[src/rtl/wrq_pkg.sv]
package wrq_pkg;
  // Strobes passed from the power-state control to the pin datapath
  typedef struct packed {
    logic writeAllow;   // supply good and lockout expired this cycle
  } wrqStrobes_t;
endpackage

[src/rtl/wrq_ctrl.sv]
module wrq_ctrl
  import wrq_pkg::*;
#(
  parameter int DELAY_CYCLES = 1000000
) (
  input  logic        clk,
  input  logic        rstN,
  input  logic        supplyGood,
  output wrqStrobes_t strobes
);
  localparam int CW = (DELAY_CYCLES < 1) ? 1 : $clog2(DELAY_CYCLES + 1);
  localparam logic [CW-1:0] DELAY_END = CW'(DELAY_CYCLES);

  logic [CW-1:0] delayCnt;
  logic          delayDone;

  // Lockout timer: counts good-supply edges, restarts on any drop
  always_ff @(posedge clk or negedge rstN) begin
    if (!rstN) begin
      delayCnt <= '0;
    end else if (!supplyGood) begin
      delayCnt <= '0;
    end else if (delayCnt != DELAY_END) begin
      delayCnt <= delayCnt + 1'b1;
    end
  end

  assign delayDone          = (delayCnt == DELAY_END);
  assign strobes.writeAllow = supplyGood & delayDone;
endmodule

[src/rtl/wrq_datapath.sv]
module wrq_datapath
  import wrq_pkg::*;
#(
  parameter int FILTER_CYCLES = 2,
  parameter int SYNC_STAGES   = 2
) (
  input  logic        clk,
  input  logic        rstN,
  input  logic        csN,
  input  logic        weN,
  input  logic        oeN,
  input  wrqStrobes_t strobes,
  output logic        writeStart
);
  localparam int NPIN = 3;
  localparam int PIN_CS = 0;
  localparam int PIN_WE = 1;
  localparam int PIN_OE = 2;
  localparam int FW = (FILTER_CYCLES < 2) ? 1 : $clog2(FILTER_CYCLES + 1);
  localparam logic [FW-1:0] RUN_LAST = FW'(FILTER_CYCLES - 1);

  logic [NPIN-1:0]        rawPins;
  logic [NPIN-1:0]        syncPins;
  logic [SYNC_STAGES-1:0] chain [NPIN];

  assign rawPins = {oeN, weN, csN};

  // Per-pin synchroniser chain, idle (high) out of reset
  for (genvar p = 0; p < NPIN; p++) begin : gSync
    always_ff @(posedge clk or negedge rstN) begin
      if (!rstN) begin
        chain[p] <= '1;
      end else begin
        chain[p] <= {chain[p][SYNC_STAGES-2:0], rawPins[p]};
      end
    end
    assign syncPins[p] = chain[p][SYNC_STAGES-1];
  end

  logic          bothLow;
  logic          oeInhibit;
  logic [FW-1:0] lowRun;
  logic          widthMet;
  logic          fired;
  logic          startNow;

  assign bothLow   = ~syncPins[PIN_CS] & ~syncPins[PIN_WE];
  assign oeInhibit = ~syncPins[PIN_OE];

  // Glitch filter: length of the current both-low window, saturating
  always_ff @(posedge clk or negedge rstN) begin
    if (!rstN) begin
      lowRun <= '0;
    end else if (!bothLow) begin
      lowRun <= '0;
    end else if (lowRun != RUN_LAST) begin
      lowRun <= lowRun + 1'b1;
    end
  end

  assign widthMet = bothLow & (lowRun == RUN_LAST);
  assign startNow = widthMet & ~fired & ~oeInhibit & strobes.writeAllow;

  // One start per window: flag set on start, cleared when window ends
  always_ff @(posedge clk or negedge rstN) begin
    if (!rstN) begin
      fired <= 1'b0;
    end else if (!bothLow) begin
      fired <= 1'b0;
    end else if (startNow) begin
      fired <= 1'b1;
    end
  end

  always_ff @(posedge clk or negedge rstN) begin
    if (!rstN) begin
      writeStart <= 1'b0;
    end else begin
      writeStart <= startNow;
    end
  end
endmodule

[src/rtl/write_qualifier.sv]
module write_qualifier
  import wrq_pkg::*;
#(
  parameter int DELAY_CYCLES  = 1000000,
  parameter int FILTER_CYCLES = 2,
  parameter int SYNC_STAGES   = 2
) (
  input  logic clk,
  input  logic rstN,
  input  logic supplyGood,
  input  logic csN,
  input  logic weN,
  input  logic oeN,
  output logic writeStart
);
  wrqStrobes_t strobes;

  wrq_ctrl #(
    .DELAY_CYCLES(DELAY_CYCLES)
  ) uCtrl (
    .clk        (clk),
    .rstN       (rstN),
    .supplyGood (supplyGood),
    .strobes    (strobes)
  );

  wrq_datapath #(
    .FILTER_CYCLES(FILTER_CYCLES),
    .SYNC_STAGES  (SYNC_STAGES)
  ) uPath (
    .clk        (clk),
    .rstN       (rstN),
    .csN        (csN),
    .weN        (weN),
    .oeN        (oeN),
    .strobes    (strobes),
    .writeStart (writeStart)
  );
endmodule

[config.mk]
export PLATFORM = sky130hd
export DESIGN_NAME = write_qualifier
export DESIGN_NICKNAME = d
export VERILOG_FILES = /design/src/rtl/wrq_pkg.sv /design/src/rtl/wrq_ctrl.sv /design/src/rtl/wrq_datapath.sv /design/src/rtl/write_qualifier.sv
export SDC_FILE = /design/constraint.sdc
export NUM_CORES = 1
export LEC_CHECK = 0
export ABC_CLOCK_PERIOD_IN_PS = 2500
export BUFFER_PORTS_ARGS = -buffer_cell sky130_fd_sc_hd__buf_2
export CORE_AREA = 2 2 64 66
export CTS_BUF_LIST = sky130_fd_sc_hd__clkbuf_4 sky130_fd_sc_hd__clkbuf_8
export DETAILED_ROUTE_END_ITERATION = 7
export DIE_AREA = 0 0 66 68
export MAX_ROUTING_LAYER = met4
export PLACE_DENSITY = 0.64
export SYNTH_ARGS = -nofsm -noshare
export SYNTH_HDL_FRONTEND = slang
export SYNTH_SLANG_ARGS = --single-unit
[constraint.sdc]
create_clock -name clk -period 2.5 [get_ports clk]
set_input_delay 0.75 -clock clk [delete_from_list [all_inputs] [get_ports clk]]
set_output_delay 0.75 -clock clk [all_outputs]
set_load 0.005 [all_outputs]
Word-level counts from Yosys, hierarchy flattened
Index checks and enable logic that the tools add are counted.
{"block": "op_classes", "add_sub_neg": 2, "eq_ne": 7, "muxes": 6, "bitwise": 9}
{"op": "$mux 20", "count": 2}
{"op": "$add 20x1->20 const B", "count": 1}
{"op": "$eq 20x20->1 const B", "count": 1}
{"op": "$ne 20x20->1 const B", "count": 1}
{"op": "$and 1x1->1", "count": 6}
{"op": "$mux 2", "count": 2}
{"op": "$ne 2x1->1 const B", "count": 2}
{"op": "$ne 2x2->1 const B", "count": 2}
{"op": "$not 1->1", "count": 3}
{"op": "$add 2x1->2 const B", "count": 1}
{"op": "$eq 2x1->1 const B", "count": 1}
{"op": "$mux 1", "count": 2}
{"block": "totals", "ff_bits": 30, "inputBits": 6, "output_inout_bits": 1, "wordCells": 31}

Logic depth before layout (Yosys ltp)
Gate-level depths: netlist of run 1.
{"block": "depth", "depth_word": 8, "mapped_depth": 6, "depth_no_buf": 6}

Modules after synthesis
From an unflattened synthesis of run 1, not the netlist that was laid out.
{"block": "unflattened", "hier_cells": 127, "area_unflattened_um2": 1412.6}
{"mod": "wrq_ctrl", "n_inst": 1, "cells_each": 107, "area_each_um2": 1086.0, "seq_area_each_um2": 500.5}
{"mod": "wrq_datapath", "n_inst": 1, "cells_each": 20, "area_each_um2": 326.6, "seq_area_each_um2": 257.7}

Least setup slack after synthesis of run 1
Ideal clock, no wire load.
{"block": "synth_path", "kind": "reg-to-reg", "startpoint": "reg uCtrl.delayCnt[0]", "endpoint": "reg uCtrl.delayCnt[18]", "setup_ns": 0.077, "arrival_ns": 1.730, "required_ns": 2.423, "setup_slack_ns": 0.692, "path_stages_with_launch": 6, "n_path_buf": 0, "synth_period_minus_slack_ns": 1.808, "cell_sequence": "dfrtp_1 > ha_1 > nand3_2 > or3_4 > or4_1 > a21oi_1"}
{"block": "synth_via", "elab_chain_len": 3, "elab_cells_between_ends": 5}
{"item": "start, declared", "line": "wrq_ctrl.sv:14", "text": "logic [CW-1:0] delayCnt;"}
{"item": "start signal, assigned", "line": "wrq_ctrl.sv:24", "text": "delayCnt <= delayCnt + 1'b1;"}
{"item": "$add 20x1->20", "line": "wrq_ctrl.sv:24"}
{"item": "$mux 20", "line": "wrq_ctrl.sv:23", "text": "end else if (delayCnt != DELAY_END) begin"}
{"item": "$mux 20", "line": "wrq_ctrl.sv:21", "text": "end else if (!supplyGood) begin"}
Several ways; a longest one is shown, not always the timed one. The select of a mux whose other input is x is not followed.
A chain may end at the register's enable or synchronous reset.

Worst setup path after layout of run 1
Same ends and word-level chain as after synthesis.

==> flow_summary.ini, run 1 <==
[status]
status = finished clean

[floorplan]
core_area_sq_um = 3860
die_w_microns = 66
num_rows = 23
dieArea_sq_um = 4490
num_io_pins = 7
die_h_microns = 68
start_util_pct = 37.4

[flow_run]
maxCapViolations = 0

[clocking]
cts_tree = done
cts.clk_slew.worst_paths_ns = 0.07
ctsResizeCount = 0
clk_latency_ns = 0.29
htreeDepth = 2
root_buffer = clkbuf_8
post_cts_buffers = 0
cts_max_path_buffers = 2
cts_made_buffers = 5
cts_hold_buffers = 0
clock_sinks = 30

[final_layout]
final_common_cell = dfrtp_1
diodes = 0
seqCellArea_sq_um = 758
nFillCells = 373
multi_input_area_sq_um = 621
mostFrequentLayoutCells = dfrtp_1 (24), nor2_1 (11), a21oi_1 (11), nand3_1 (10), inv_1 (9)
final_layout_size_suffix_gt1_share_pct = 19.9
nNetsFinal = 159
area_growth_pct = 10.9

[logic_synthesis]
synth_area_leaders = dfrtp_1 (42%), dfstp_2 (11%), a21oi_1 (3.8%), xnor2_1 (3.6%), nand3_1 (3.5%)
synth-edff-count = 0
synth-main-ff-cell = dfrtp_1
syn-num-nets = 148
ys_seq_area_share_pct = 52.6
synth_area_leader_cell = dfrtp_1
syn-cell-area_sq_um = 1440
synth_top_area_share_pct = 41.7
ys_ff_latch = 30
ys_async_sr_fraction_pct = 100
synth_cells = 139
ys_warn_count = 0
synth.distinct_cells = 34
synth.avg_cell_area_sq_um = 10.4

[power_and_ir_drop]
clockPowerShare_pct = 41.0
power_uw = 929
p_seq_share_pct = 54.9
power_per_cell_area_nw_per_um2 = 581
p_sw_uw = 213
switching_share_pct = 22.9
internal-power_uw = 716
p_leak_uw = 0.000636
ir_drop_mv = 0.283
combPwrFrac_pct = 4.1

[detailed_routing]
detail-route-antenna-nets = 0
firstDrtPassIters = 4
routed_via_density = 5.28
wl_per_cell_microns = 13.4
drc = 0
drt_iter0_markers = 45
routed_wl_microns = 2690
vias = 1061

[worst_setup_path]
crit_fanout = 5
cp.required_ns = 2.71
end_kind = flip-flop
cp-start-kind = flip-flop
critPathKind = reg2reg
arrival_ns = 2.15

[sta]
tightestPinTransition_ns = 0.649
maxSlewHeadroom_pct = 56.7
period_share_pct = 77.7
setup_violations = 0
fin_tns_setup_ns = 0
max_freq_mhz = 515
finalHoldViolCount = 0
fin_crit_ns = 1.94
slew_viol_final = 0
rsz0062_at_grt = false
clock_skew_ns = 0.00762

[place]
hpwl_microns = 1860
portBuffers = 6
finalWeightedCongestion = 0.895

[global_route]
met3_usage_pct = 4.93
grt_usage_pct = 14.2
busiest_layer = met2
use_met1_pct = 16.9
grt_antenna_before_repair = 0
grt_pass1_vias = 979
grt-ovfl-total = 0
grt_max_degree = 31
grt_pass1_wl_microns = 4440
met2_usage_pct = 21.5

[worst_hold_path]
min_path_type = reg2reg
[worst max-delay path, stage by stage, from the launching register on]
cell	delay, ns
dfrtp_1	0.40
ha_1	0.26
nand3_2	0.13
or3_4	0.44
or4_1	0.48
a21oi_1	0.15
[cell type report]
class                           count  area share (%)
Timing Repair Buffer                7            2.35
Clock buffer                        6            4.77
Inverter                            9            2.11
Tap cell                           50            3.91
Sequential cell                    30            47.4
Multi-Input combinational cell     97            38.8
Clock inverter                      2           0.626
[cells in the mapped netlist, types with 2 or more instances]
library cell and count:
a21oi_1 11, and3_1 2, dfrtp_1 24, dfstp_2 6, ha_1 3, inv_1 9
nand2_1 7, nand3_1 10, nor2_1 11, nor3_1 5, nor4_1 4, nor4b_1 4
o21ai_0 6, o31ai_1 3, or3_1 4, or3_4 2, or4_1 3, xnor2_1 6
xor2_1 4
[power groups by stage]
stage | Combinational, uW | Sequential (uW) | Clock, uW
floorplan | 21.9 | 516 | 0
global placement | 38.0 | 517 | 0
detailed placement | 39.2 | 518 | 0
CTS | 39.5 | 510 | 395
global route | 44.4 | 511 | 411
finish | 38.2 | 510 | 381
[cells by family (layout without fill, tap and decap cells)]
family / Yosys count / count (layout) / synth area share [%]
and+or+nand+nor: 62 / 62 / 25.9
buffers and inverters: 12 / 24 / 4.34
xor gates and xnor gates: 10 / 10 / 6.08
AOI/OAI and AO/OA: 22 / 22 / 8.51
adders and majority gates: 3 / 3 / 2.60
DFF: 30 / 30 / 52.6
[metrics by stage]
stage | cells | hold slack, ns | utilization [%] | cell area, sq um | setup slack, ns
5_1_grt | 201 | 0.353 | 41.5 | 1600 | 0.461
2_1_floorplan | 139 | 0.345 | - | 1440 | 0.692
6_report | 201 | 0.346 | 41.5 | 1600 | 0.558
3_3_place_gp | 193 | 0.346 | 39.2 | 1510 | 0.622
3_5_place_dp | 193 | 0.347 | 39.2 | 1510 | 0.568
4_1_cts | 201 | 0.347 | 41.5 | 1600 | 0.551
[routing by layer]
metal,vias to the layer above,share of wire (%)
met5,-,0
met4,0,2.4
met3,8,3.1
met2,11,48
met1,523,46
li1,519,-
[final timing paths]
path	end	from	slack, ns	depth (start not counted)
min in group asynchronous	uCtrl.delayCnt[3]$_DFFE_PN0P_	rstN	0.48	1
min	uPath.chain[5]$_DFF_PN1_	uPath.chain[4]$_DFF_PN1_	0.35	0
max in group asynchronous	uCtrl.delayCnt[0]$_DFFE_PN0P_	rstN	1.59	1
max reg2reg	uCtrl.delayCnt[18]$_DFFE_PN0P_	uCtrl.delayCnt[0]$_DFFE_PN0P_	0.56	5
min reg2reg	uPath.chain[5]$_DFF_PN1_	uPath.chain[4]$_DFF_PN1_	0.35	0
max	uCtrl.delayCnt[18]$_DFFE_PN0P_	uCtrl.delayCnt[0]$_DFFE_PN0P_	0.56	5
[state kept, by name, summed over array words and instances (netlist names)]
signal / flops
uPath.writeStart: 1
uPath.lowRun: 2
uPath.chain: 6
uCtrl.delayCnt: 20
uPath.fired: 1
Power figures use the tool's default switching activity.
==> inputs of run 2 (changes only) <==
--- a/config.mk
+++ b/config.mk
@@ -5,7 +5,7 @@
 export SDC_FILE = /design/constraint.sdc
 export NUM_CORES = 1
 export LEC_CHECK = 0
-export ABC_CLOCK_PERIOD_IN_PS = 2500
+export ABC_CLOCK_PERIOD_IN_PS = 1800
 export BUFFER_PORTS_ARGS = -buffer_cell sky130_fd_sc_hd__buf_2
 export CORE_AREA = 2 2 64 66
 export CTS_BUF_LIST = sky130_fd_sc_hd__clkbuf_4 sky130_fd_sc_hd__clkbuf_8
==> constraint.sdc (replaced) <==
create_clock -name clk -period 1.8 [get_ports clk]
set_input_delay 0.54 -clock clk [delete_from_list [all_inputs] [get_ports clk]]
set_output_delay 0.54 -clock clk [all_outputs]
set_load 0.005 [all_outputs]
==> flow_summary.ini, run 2 (synthesis results as in run 1) <==
[status]
status = finished clean

[floorplan]
num_rows = 23
num_io_pins = 7
core_area_sq_um = 3860
die_h_microns = 68
dieArea_sq_um = 4490
die_w_microns = 66
start_util_pct = 37.4

[detailed_routing]
routed_wl_microns = 3010
vias = 1138
firstDrtPassIters = 5
wl_per_cell_microns = 14.1
routed_via_density = 5.32
drt_iter0_markers = 24
detail-route-antenna-nets = 0
drc = 0

[worst_setup_path]
rr_startpoint = uCtrl.delayCnt[0]$_DFFE_PN0P_
critical-path-max-stage-delay_ns = 0.49
ff2ff_path_depth = 5
end_kind = flip-flop
crit_fanout = 4
critPathKind = reg2reg
cp-start-kind = flip-flop
cp_slowest_cell = or4_4
arrival_ns = 2.00
cp_cell_sequence = ha_2 > nand3_2 > or3_4 > or4_4 > a21oi_2
r2r_slack_ns = 0.009
r2r-end = uCtrl.delayCnt[18]$_DFFE_PN0P_
cp.required_ns = 2.01

[sta]
finalHoldViolCount = 0
fin_tns_setup_ns = 0
rsz0062_at_grt = true
max_freq_mhz = 558
setup_violations = 0
clock_skew_ns = 0.00520
slew_viol_final = 0
period_share_pct = 99.5
maxSlewHeadroom_pct = 56.5
fin_crit_ns = 1.79
tightestPinTransition_ns = 0.652

[power_and_ir_drop]
p_seq_share_pct = 54.4
combPwrFrac_pct = 5.4
ir_drop_mv = 0.443
p_sw_uw = 294
p_leak_uw = 0.000709
power_per_cell_area_nw_per_um2 = 743
switching_share_pct = 22.7
power_uw = 1300
internal-power_uw = 1000
clockPowerShare_pct = 40.2

[final_layout]
area_growth_pct = 21.3
final_layout_size_suffix_gt1_share_pct = 32.9
diodes = 0
design_area_sq_um = 1750
largest_reg_flops = 20
max_flop_register = uCtrl.delayCnt
nFillCells = 380
mostFrequentLayoutCells = dfrtp_1 (21), buf_4 (14), nor2_1 (11), a21oi_1 (10)
seqCellArea_sq_um = 762
nNetsFinal = 172
multi_input_area_sq_um = 668
final_common_cell = dfrtp_1
reg_top3 = uCtrl.delayCnt: 20 flops, uPath.chain: 6 flops, uPath.lowRun: 2 flops

[global_route]
grt_pass1_wl_microns = 4860
grt_max_degree = 31
grt_usage_pct = 14.7
grt_antenna_before_repair = 0
grt_pass1_vias = 1138
grt-ovfl-total = 0

[place]
dpl_cell_area_sq_um = 1580
hpwl_microns = 2040
portBuffers = 6
finalWeightedCongestion = 0.795

[clocking]
cts.clk_slew.worst_paths_ns = 0.06
root_buffer = clkbuf_8
cts_max_path_buffers = 2
cts_made_buffers = 5
clock_sinks = 30
clk_latency_ns = 0.28
cts_tree = done
htreeDepth = 2

[flow_run]
maxCapViolations = 0

[worst_hold_path]
min_path_type = in2async
## run 2: cell types whose count changed in the layout (fill, tap and decap cells not counted), sizes merged
cell | before | now
buf | 7 | 20
## run 2: what timing repair did
item / in CTS / in global routing
hold buffers: 0 / 0
setup endpoints to repair: 1 / 4
setup buffers: 2 / 3
resized for setup: 1 / 10
pin swaps: 1 / 3
## run 2: worst max-delay path by stage
stage / start / endpoint / depth (start not counted)
final: uCtrl.delayCnt[0]$_DFFE_PN0P_ / uCtrl.delayCnt[18]$_DFFE_PN0P_ / 5
after global routing: uCtrl.delayCnt[0]$_DFFE_PN0P_ / uCtrl.delayCnt[18]$_DFFE_PN0P_ / 5
after CTS: uCtrl.delayCnt[0]$_DFFE_PN0P_ / uCtrl.delayCnt[18]$_DFFE_PN0P_ / 5
after detailed placement: uCtrl.delayCnt[1]$_DFFE_PN0P_ / uCtrl.delayCnt[18]$_DFFE_PN0P_ / 5
after global placement: uCtrl.delayCnt[0]$_DFFE_PN0P_ / uCtrl.delayCnt[18]$_DFFE_PN0P_ / 5
after floorplan: uCtrl.delayCnt[0]$_DFFE_PN0P_ / uCtrl.delayCnt[18]$_DFFE_PN0P_ / 5
## run 2: critical path, delay by kind of cell (launching register included)
| family | cells | cell delay [ns] |
|---|---|---|
| simple gates | 3 | 0.99 |
| fa+ha+maj | 1 | 0.21 |
| compound gates | 1 | 0.13 |
| flops | 1 | 0.39 |
## run 2: metrics by stage
stage / util, % / hold slack (ns) / cells / worst slack, ns
2_1_floorplan: - / 0.244 / 139 / 0.00813
3_3_place_gp: 40.9 / 0.346 / 201 / 0.0384
3_5_place_dp: 40.9 / 0.347 / 201 / -0.0417
4_1_cts: 43.5 / 0.308 / 211 / 0.00549
5_1_grt: 45.3 / 0.332 / 214 / -0.0720
6_report: 45.3 / 0.285 / 214 / 0.00924
## run 2: routing by layer
layer,up-vias,GRT usage [%],share of wire [%]
met5,-,-,0
met4,0,4.59,1.1
met3,8,5.26,3.0
met2,22,24.7,50
met1,566,16.6,45
li1,542,-,-
## run 2: power by group through the flow
stage	clock network (uW)	logic, uW	registers [uW]
floorplan	0	30.7	717
global placement	0	56.2	718
detailed placement	0	59.7	720
CTS	537	67.5	706
global route	560	77.7	709
finish	522	70.1	707
## run 2: cell type report
class	count	share of cell area, %
clock buffers	6	4.37
well taps	50	3.58
clock inverters	2	0.573
repair buffers	20	7.73
flip-flops and latches	30	43.6
multi-input cells	97	38.2
inverters	9	1.93
==> inputs of run 3 (changes only) <==
--- a/config.mk
+++ b/config.mk
@@ -7,12 +7,12 @@
 export LEC_CHECK = 0
 export ABC_CLOCK_PERIOD_IN_PS = 1800
 export BUFFER_PORTS_ARGS = -buffer_cell sky130_fd_sc_hd__buf_2
-export CORE_AREA = 2 2 64 66
+export CORE_AREA = 2 2 53 55
 export CTS_BUF_LIST = sky130_fd_sc_hd__clkbuf_4 sky130_fd_sc_hd__clkbuf_8
 export DETAILED_ROUTE_END_ITERATION = 7
-export DIE_AREA = 0 0 66 68
+export DIE_AREA = 0 0 55 57
 export MAX_ROUTING_LAYER = met4
-export PLACE_DENSITY = 0.64
+export PLACE_DENSITY = 0.84
 export SYNTH_ARGS = -nofsm -noshare
 export SYNTH_HDL_FRONTEND = slang
 export SYNTH_SLANG_ARGS = --single-unit
==> flow_summary.ini, run 3 (synthesis results as in run 1) <==
[status]
status = finished clean

[sta]
setup_violations = 0
max_freq_mhz = 574
rsz0062_at_grt = true
setup_slack_ns = 0.0580
finalHoldViolCount = 0
slew_viol_final = 0
period_share_pct = 96.8
fin_crit_ns = 1.74
maxSlewHeadroom_pct = 57.2
clock_skew_ns = 0.00737
tightestPinTransition_ns = 0.642
holdWs_ns = 0.220

[worst_setup_path]
critPathKind = reg2reg
cp_slowest_cell = or4_4
end_kind = flip-flop
cp-start-kind = flip-flop
cp.required_ns = 2.07
critical-path-max-stage-delay_ns = 0.49
cp_cell_sequence = ha_2 > nand3_2 > or3_4 > or4_4 > a21oi_2
arrival_ns = 2.01
crit_fanout = 5

[final_layout]
final_layout_size_suffix_gt1_share_pct = 30.0
nFillCells = 208
reg_top3 = uCtrl.delayCnt: 20 flops, uPath.chain: 6 flops, uPath.lowRun: 2 flops
diodes = 0
final_cells = 191
area_growth_pct = 15.5
nNetsFinal = 168
final_common_cell = dfrtp_1
mostFrequentLayoutCells = dfrtp_1 (22), nor2_1 (11), nand3_1 (10), a21oi_1 (10), buf_4 (10)
largest_reg_flops = 20
max_flop_register = uCtrl.delayCnt

[detailed_routing]
top_layer = met4
detail-route-antenna-nets = 0
firstDrtPassIters = 4
met2_wirelength_microns = 1430
routed_wl_microns = 2870
routed_via_density = 5.89
routed-wl-met3_microns = 153
drc = 0
wl_per_cell_microns = 15.0
wl_met1_microns = 1220
drt_iter0_markers = 46
vias = 1125

[place]
finalWeightedCongestion = 0.880
placedCellCount = 182
place_ws_ns = 0.00736
portBuffers = 6
hpwl_microns = 1920

[flow_run]
maxCapViolations = 0

[floorplan]
die_w_microns = 55
start_util_pct = 55.1
num_rows = 19
num_io_pins = 7
die_h_microns = 57
core_area_sq_um = 2620
dieArea_sq_um = 3140

[power_and_ir_drop]
p_leak_uw = 0.000681
ir_drop_mv = 0.725
power_per_cell_area_nw_per_um2 = 717
power_uw = 1190

[global_route]
grt-ovfl-total = 0
grt_usage_pct = 21.5
grt_pass1_vias = 1102
grt_antenna_before_repair = 0
grt_pass1_wl_microns = 4650
grt_max_degree = 31

[clocking]
cts.clk_slew.worst_paths_ns = 0.09
cts_made_buffers = 5
cts_tree = done
cts_hold_buffers = 0
root_buffer = clkbuf_4
cts_max_path_buffers = 2
clock_sinks = 30
clk_latency_ns = 0.33
htreeDepth = 2

[worst_hold_path]
min_path_type = in2async
## run 3: where the power goes
part           internal, uW  leakage [uW]  switching, uW  total [uW]
Sequential              694      0.000392           12.3         706
Clock                   204     0.0000387            219         423
Combinational          24.8      0.000250           40.5        65.2
Total                   922      0.000681            272        1190
## run 3: worst max-delay path, delay by kind of cell (launching register included)
| family | cells | cell delay, ns |
|---|---|---|
| fa+ha+maj | 1 | 0.20 |
| simple gates | 3 | 0.97 |
| flops | 1 | 0.39 |
| compound gates | 1 | 0.12 |
## run 3: per-layer routing
metal,GRT usage [%],vias up
met5,-,-
met1,26.4,552
met4,12.2,0
met2,30.4,28
met3,7.59,10
li1,-,535
## run 3: path summary, 6_finish.rpt
kind / startpoint / cells after the start / slack, ns / end
setup / recovery: uCtrl.delayCnt[0]$_DFFE_PN0P_ / 5 / 0.06 / uCtrl.delayCnt[18]$_DFFE_PN0P_
hold / removal: rstN / 1 / 0.22 / uPath.lowRun[0]$_DFFE_PN0P_
setup reg to reg: uCtrl.delayCnt[0]$_DFFE_PN0P_ / 5 / 0.06 / uCtrl.delayCnt[18]$_DFFE_PN0P_
hold reg to reg: uPath.chain[4]$_DFF_PN1_ / 0 / 0.35 / uPath.chain[5]$_DFF_PN1_
max in group asynchronous: rstN / 1 / 1.12 / uCtrl.delayCnt[4]$_DFFE_PN0P_
min in group clk: oeN / 1 / 0.30 / uPath.chain[0]$_DFF_PN1_
## run 3: repair_timing
action,4_1_cts,5_1_grt
gates resized for setup,0,9
pin swaps,0,3
endpoints found under the setup margin,1,4
cloned,0,0
setup buffers,1,0
## run 3: layout make-up
type,count,area [sq um],share of cell area (%)
Clock buffer,7,58.8,3.53
Clock inverter,1,5.00,0.301
Inverter,9,33.8,2.03
Multi-Input combinational cell,97,663,39.8
Sequential cell,30,761,45.7
Tap cell,31,38.8,2.33
Timing Repair Buffer,16,105,6.31
## run 3: through the flow
step | utilization [%] | area, sq um | TNS, ns
final | 63.7 | 1670 | 0
after global routing | 63.7 | 1670 | -0.00594
after CTS | 62.1 | 1620 | 0
after detailed placement | 59.3 | 1550 | 0
after global placement | 59.3 | 1550 | 0
after floorplan | - | 1440 | 0
